[src/rtl/dmap_pkg.sv]
package dmap_pkg;
  localparam int unsigned XW_DEFAULT = 16;
  localparam int unsigned YW_DEFAULT = 16;

  function automatic bit width_legal(input int unsigned code, input int unsigned xw);
    return (code >= 1) && (code <= xw);
  endfunction
endpackage

[src/rtl/dmap_width_reg.sv]
module dmap_width_reg #(
  parameter int unsigned XW = dmap_pkg::XW_DEFAULT,
  localparam int unsigned CW = $clog2(XW) + 1
) (
  input  logic          clk,
  input  logic          rst,
  input  logic          we,
  input  logic [CW-1:0] wdata,
  output logic [CW-1:0] width_q
);
  logic legal;

  always_comb legal = dmap_pkg::width_legal(int'(wdata), XW);

  always_ff @(posedge clk) begin
    if (rst)              width_q <= CW'(XW);
    else if (we && legal) width_q <= wdata;
  end

  // an illegal code leaves the width untouched
  assert_illegal_hold_R3: assert property (@(posedge clk) disable iff (rst)
    (we && (wdata == '0 || wdata > CW'(XW))) |=> $stable(width_q));

  // the stored width always stays inside 1..XW
  assert_width_range_R2: assert property (@(posedge clk) disable iff (rst)
    (width_q != '0) && (width_q <= CW'(XW)));
endmodule

[src/rtl/dmap_xfield.sv]
module dmap_xfield #(
  parameter int unsigned XW = dmap_pkg::XW_DEFAULT,
  localparam int unsigned CW = $clog2(XW) + 1
) (
  input  logic [CW-1:0] width,
  input  logic [XW-1:0] x,
  output logic [XW-1:0] x_kept,
  output logic          over
);
  logic [XW-1:0] keep_mask;

  always_comb begin
    keep_mask = {XW{1'b1}} >> (CW'(XW) - width);
    x_kept    = x & keep_mask;
    over      = |(x & ~keep_mask);
  end
endmodule

[src/rtl/dmap_yshift.sv]
module dmap_yshift #(
  parameter int unsigned XW = dmap_pkg::XW_DEFAULT,
  parameter int unsigned YW = dmap_pkg::YW_DEFAULT,
  localparam int unsigned SW = $clog2(XW),
  localparam int unsigned PW = XW + YW
) (
  input  logic [YW-1:0] y,
  input  logic [SW-1:0] shamt,
  output logic [PW-1:0] placed
);
  logic [PW-1:0] stage [SW+1];

  assign stage[SW] = {y, {XW{1'b0}}};

  for (genvar k = SW - 1; k >= 0; k--) begin : g_stage
    assign stage[k] = shamt[k] ? (stage[k+1] >> (2 ** k)) : stage[k+1];
  end

  assign placed = stage[0];
endmodule

[src/rtl/dmap_packer.sv]
module dmap_packer #(
  parameter int unsigned XW = dmap_pkg::XW_DEFAULT,
  parameter int unsigned YW = dmap_pkg::YW_DEFAULT,
  localparam int unsigned CW = $clog2(XW) + 1,
  localparam int unsigned SW = $clog2(XW),
  localparam int unsigned PW = XW + YW
) (
  input  logic          clk,
  input  logic          rst,
  input  logic          cfg_we,
  input  logic [CW-1:0] cfg_xbits,
  input  logic          in_valid,
  input  logic [XW-1:0] in_x,
  input  logic [YW-1:0] in_y,
  output logic          out_valid,
  output logic [PW-1:0] out_addr,
  output logic          out_range_err
);
  logic [CW-1:0] width_q;
  logic [SW-1:0] shamt;
  logic [XW-1:0] x_kept;
  logic          x_over;
  logic [PW-1:0] y_placed;

  dmap_width_reg #(.XW(XW)) u_width (
    .clk(clk), .rst(rst), .we(cfg_we), .wdata(cfg_xbits), .width_q(width_q)
  );

  assign shamt = SW'(CW'(XW) - width_q);

  dmap_xfield #(.XW(XW)) u_xfield (
    .width(width_q), .x(in_x), .x_kept(x_kept), .over(x_over)
  );

  dmap_yshift #(.XW(XW), .YW(YW)) u_yshift (
    .y(in_y), .shamt(shamt), .placed(y_placed)
  );

  always_ff @(posedge clk) begin
    if (rst) begin
      out_valid     <= 1'b0;
      out_addr      <= '0;
      out_range_err <= 1'b0;
    end else begin
      out_valid     <= in_valid;
      out_range_err <= in_valid && x_over;
      if (in_valid) out_addr <= y_placed | PW'(x_kept);
    end
  end

  // valid follows the input strobe with one cycle of latency
  assert_valid_latency_R5: assert property (@(posedge clk) disable iff (rst)
    in_valid |=> out_valid);
  assert_valid_idle_R5: assert property (@(posedge clk) disable iff (rst)
    !in_valid |=> !out_valid);

  // the range flag appears only together with a valid result
  assert_err_needs_valid_R6: assert property (@(posedge clk) disable iff (rst)
    out_range_err |-> out_valid);

  // the address holds across idle cycles
  assert_addr_hold_R7: assert property (@(posedge clk) disable iff (rst)
    !in_valid |=> $stable(out_addr));

  // low x bits pass straight through when the width is full
  assert_full_width_low_R4: assert property (@(posedge clk) disable iff (rst)
    (in_valid && width_q == CW'(XW)) |=> (out_addr[XW-1:0] == $past(in_x)));
endmodule

[config.mk]
export PLATFORM = sky130hd
export DESIGN_NAME = dmap_packer
export DESIGN_NICKNAME = d
export VERILOG_FILES = /design/src/rtl/dmap_pkg.sv /design/src/rtl/dmap_width_reg.sv /design/src/rtl/dmap_xfield.sv /design/src/rtl/dmap_yshift.sv /design/src/rtl/dmap_packer.sv
export SDC_FILE = /design/constraint.sdc
export NUM_CORES = 1
export LEC_CHECK = 0
export ABC_AREA = 0
export BUFFER_PORTS_ARGS = -buffer_cell sky130_fd_sc_hd__buf_2
export CORE_MARGIN = 2
export CORE_UTILIZATION = 30
export CTS_CLUSTER_DIAMETER = 60
export CTS_CLUSTER_SIZE = 28
export DETAILED_ROUTE_END_ITERATION = 7
export RECOVER_POWER = 100
export SLEW_MARGIN = 30
export SYNTH_ARGS = -nofsm -noshare
export SYNTH_HDL_FRONTEND = slang
export SYNTH_SLANG_ARGS = --single-unit
[constraint.sdc]
create_clock -name clk -period 7.3 [get_ports clk]
set_input_delay 0.73 -clock clk [delete_from_list [all_inputs] [get_ports clk]]
set_output_delay 0.73 -clock clk [all_outputs]
set_load 0.05 [all_outputs]
==> tab_implementation.tex <==
\begin{tabular}{lr}
\hline
Metric & Value \\
\hline
\multicolumn{2}{l}{\textbf{Place}} \\
Number of instances in the placed design & 554 \\
Pre-CTS setup slack & 3610 ps \\
Final HPWL DP & 7660 µm \\
Placer's final routability congestion estimate & 0.969 \\
Placed Instance Area & 3460 µm² \\
Count of input and output buffers & 74 \\
\multicolumn{2}{l}{\textbf{Power and ir drop}} \\
Clock network power share & 0.243 \\
Power share of the combinational group & 0.437 \\
Power Dens Cells & 222 nW/µm² \\
Switching portion of total power & 0.432 \\
Static power due to leakage & 1.38 nW \\
Internal power & 0.000442 W \\
Proportion of power drawn by flip-flops and latches & 0.320 \\
Maximum resistive drop on vdd & 81.9 µV \\
Net switching power & 0.000336 W \\
\multicolumn{2}{l}{\textbf{Routing}} \\
Number of design-rule violations left by the first detailed-router iteration & 260 \\
Detail Route Antenna Nets & 0 \\
Routed vias/inst & 5.72 \\
Overall routed net length & 10300 µm \\
Routed length per placed instance & 18.3 µm \\
Pre-Repair DR Iteration Count & 5 \\
Via Count & 3213 \\
DRC Markers & 0 \\
\multicolumn{2}{l}{\textbf{STA}} \\
Final Worst Setup Slack & 2190 ps \\
Worst slew pin tran & 1830 ps \\
Max-slew headroom at the worst pin & -0.219 \\
RSZ-0062 raised after global routing & no \\
Period utilization & 0.700 \\
Hold violation total from the final report & 0 \\
Min Tclk post-route & 5110 ps \\
Slew Limit Fails & 79 \\
Top achievable clock speed & 196 MHz \\
Number of endpoints failing setup at the final stage & 0 \\
Final worst clock skew & 4.73 ps \\
Sum Neg Setup Slack & 0 ps \\
\multicolumn{2}{l}{\textbf{Synth}} \\
Cell taking the most area after synthesis & dfxtp\_1 \\
Cell with the most instances after synthesis & dfxtp\_1 \\
Synth cell count leaders & dfxtp\_1, mux2i\_1, nor2\_1 \\
Area of the mapped netlist & 3100 µm² \\
Number of warnings reported in the yosys synthesis log & 0 \\
Library cells used by synthesis & 68 \\
Primary FF master, synth & dfxtp\_1 \\
Ranking of synthesized cells by area & dfxtp\_1, mux2i\_1, mux2\_2 \\
Number of flops mapped to enable cells by yosys & 0 \\
Area share of the leading cell type in the synthesized netlist & 0.252 \\
Yosys reg bits & 39 \\
Post-synth net total & 420 \\
Syn Inst Count & 376 \\
Sequential element share of the synthesized area & 0.252 \\
Mean post-synth cell area & 8.24 µm² \\
Share of async-settable or async-resettable flops after synthesis & 0 \\
\multicolumn{2}{l}{\textbf{Clock network}} \\
Clock buffers created by TritonCTS & 5 \\
Clock tree root driver cell & clkbuf\_8 \\
TritonCTS clock tree & done \\
Worst-Skew Late Latency & 300 ps \\
Total number of clock tree sinks & 39 \\
Number of buffers added for setup after CTS & 0 \\
Clock-pin slew on the worst setup and hold paths & 90 ps \\
Post\_cts resized & 0 \\
Deepest clock path buffer count & 2 \\
Cts hold-fix bufs & 0 \\
Max H-tree Level & 2 \\
\multicolumn{2}{l}{\textbf{Cells and area}} \\
Number of standard cells in the layout, taps in and fillers out & 562 \\
Number of antenna cells inserted & 0 \\
Final design utilization & 0.345 \\
Number of fill cells in the layout & 1153 \\
Final std cell area, no fill & 3510 µm² \\
Final Net Count & 469 \\
Area grow syn2layout & 13.4\% \\
Fraction of layout cells with a size suffix above 1 & 0.183 \\
\multicolumn{2}{l}{\textbf{Critical path}} \\
Startpoint class of the critical path & flop \\
Critical Path AT & 5300 ps \\
Kind of end point of the critical path & flop \\
Maximum fanout encountered on the critical timing path & 37 \\
Endpoint of the worst setup timing path & out\_addr[7] \\
Number of cells traversed by the worst register-to-register path & 8 \\
Critical path origin & u\_width.width\_q[0] \\
Internal reg-to-reg setup slack & 2190 ps \\
Critical path class & reg2reg \\
Endpoint of the most critical register-to-register path & out\_addr[7] \\
Start of the worst register-to-register path & u\_width.width\_q[0] \\
Required time of the critical path & 7490 ps \\
\multicolumn{2}{l}{\textbf{Floorplanning}} \\
Count of pins on the block boundary & 75 \\
Initial Util & 0.304 \\
Die span in x & 106 µm \\
Standard-cell rows & 37 \\
Placeable core area & 10200 µm² \\
Die Area & 11200 µm² \\
Die height & 106 µm \\
\multicolumn{2}{l}{\textbf{Outcome}} \\
Result of the run & finished, violations left \\
Violated checks & max-capacitance violations, max-slew violations \\
\multicolumn{2}{l}{\textbf{Global routing}} \\
Vias in the first global route & 2951 \\
Pin count of the biggest net entering global routing & 61 \\
Wire length of the first global-routing pass & 16300 µm \\
Remaining global-route overflow & 0 \\
Total GRT Usage & 0.184 \\
Number of antenna violations at the first check in global routing & 0 \\
\multicolumn{2}{l}{\textbf{Run}} \\
Maximum capacitance violations & 2 \\
\multicolumn{2}{l}{\textbf{Min path}} \\
Kind of path behind the tightest hold check & reg2reg \\
\hline
\end{tabular}
layout make-up:
class,count,area (µm²),share of cell area
clock inverters,3,43.8,0.0125
clock buffers,5,68.8,0.0196
flip-flops and latches,39,781,0.222
well taps,136,170,0.0485
repair buffers,76,340,0.0969
multi-input cells,296,2080,0.593
inverters,7,26.3,0.00748
power by group through the flow:
stage / Combinational [W] / Sequential, W / Clock, W
floorplan: 0.000204 / 0.000314 / 0
global placement: 0.000344 / 0.000254 / 0
detailed placement: 0.000343 / 0.000254 / 0
CTS: 0.000344 / 0.000249 / 0.000194
global route: 0.000364 / 0.000252 / 0.000202
finish: 0.000340 / 0.000249 / 0.000189
worst max-delay path: stages (launching register included):
cell and delay, ps:
dfxtp_1 310, clkbuf_1 1180, inv_1 700, ha_1 1120, inv_1 670, mux2i_1 360, a21oi_1 100, a21o_1 260
a311oi_1 270
flip-flops by register name, indices dropped and copies added, names as in the netlist:
name,count
u_width.width_q,5
out_range_err,1
out_addr,32
out_valid,1
kinds of logic after synthesis:
group	after synthesis	synth area share
buf+inv	41	0.0719
compound gates	115	0.265
fa+ha+maj	4	0.0154
flops	39	0.252
mux	44	0.152
xor+xnor	4	0.0162
simple gates	129	0.228
routing by layer:
| layer | global-route usage | up-vias | wire [µm] |
|---|---|---|---|
| met5 | 0 | - | 0 |
| met4 | 0.0461 | 0 | 172 |
| met3 | 0.0427 | 15 | 983 |
| met2 | 0.268 | 194 | 4340 |
| met1 | 0.272 | 1482 | 4810 |
| li1 | - | 1522 | - |
how the worst min path moves through the flow:
stage,from,endpoint,slack [ps],cells after the start
5_1_grt,out_addr[23],out_addr[23],500,2
3_3_place_gp,out_addr[0],out_addr[0],460,2
3_5_place_dp,out_addr[31],out_addr[31],460,2
6_report,out_addr[31],out_addr[31],470,2
2_1_floorplan,u_width.width_q[1],u_width.width_q[1],610,3
4_1_cts,out_addr[23],out_addr[23],480,2
layout by cell type (no fill, tap or decap), drive strengths merged, types with 3 or more instances in the layout:
cell type	synthesis	layout
a211oi	10	10
mux2i	30	30
inv	7	7
nor3	7	7
nand3	15	15
nor2	31	31
xnor2	3	3
nand2	27	27
o21ai	22	22
or3b	4	4
nand2b	13	13
o21bai	3	3
clkbuf	17	41
nand4	9	9
mux2	13	13
dfxtp	39	39
and3	3	3
o211ai	11	11
o21a	3	3
a311oi	9	9
o221ai	6	6
buf	17	40
a21o	6	6
a21oi	17	17
a31oi	8	8
nor4	3	3
nor2b	7	7
ha	3	3
stage by stage:
stage | hold WS [ps] | power [W]
after global placement | 455 | 0.000598
after detailed placement | 459 | 0.000597
after CTS | 477 | 0.000788
after floorplan | 606 | 0.000518
after global routing | 495 | 0.000819
final | 472 | 0.000778
Power figures use the tool's default switching activity.
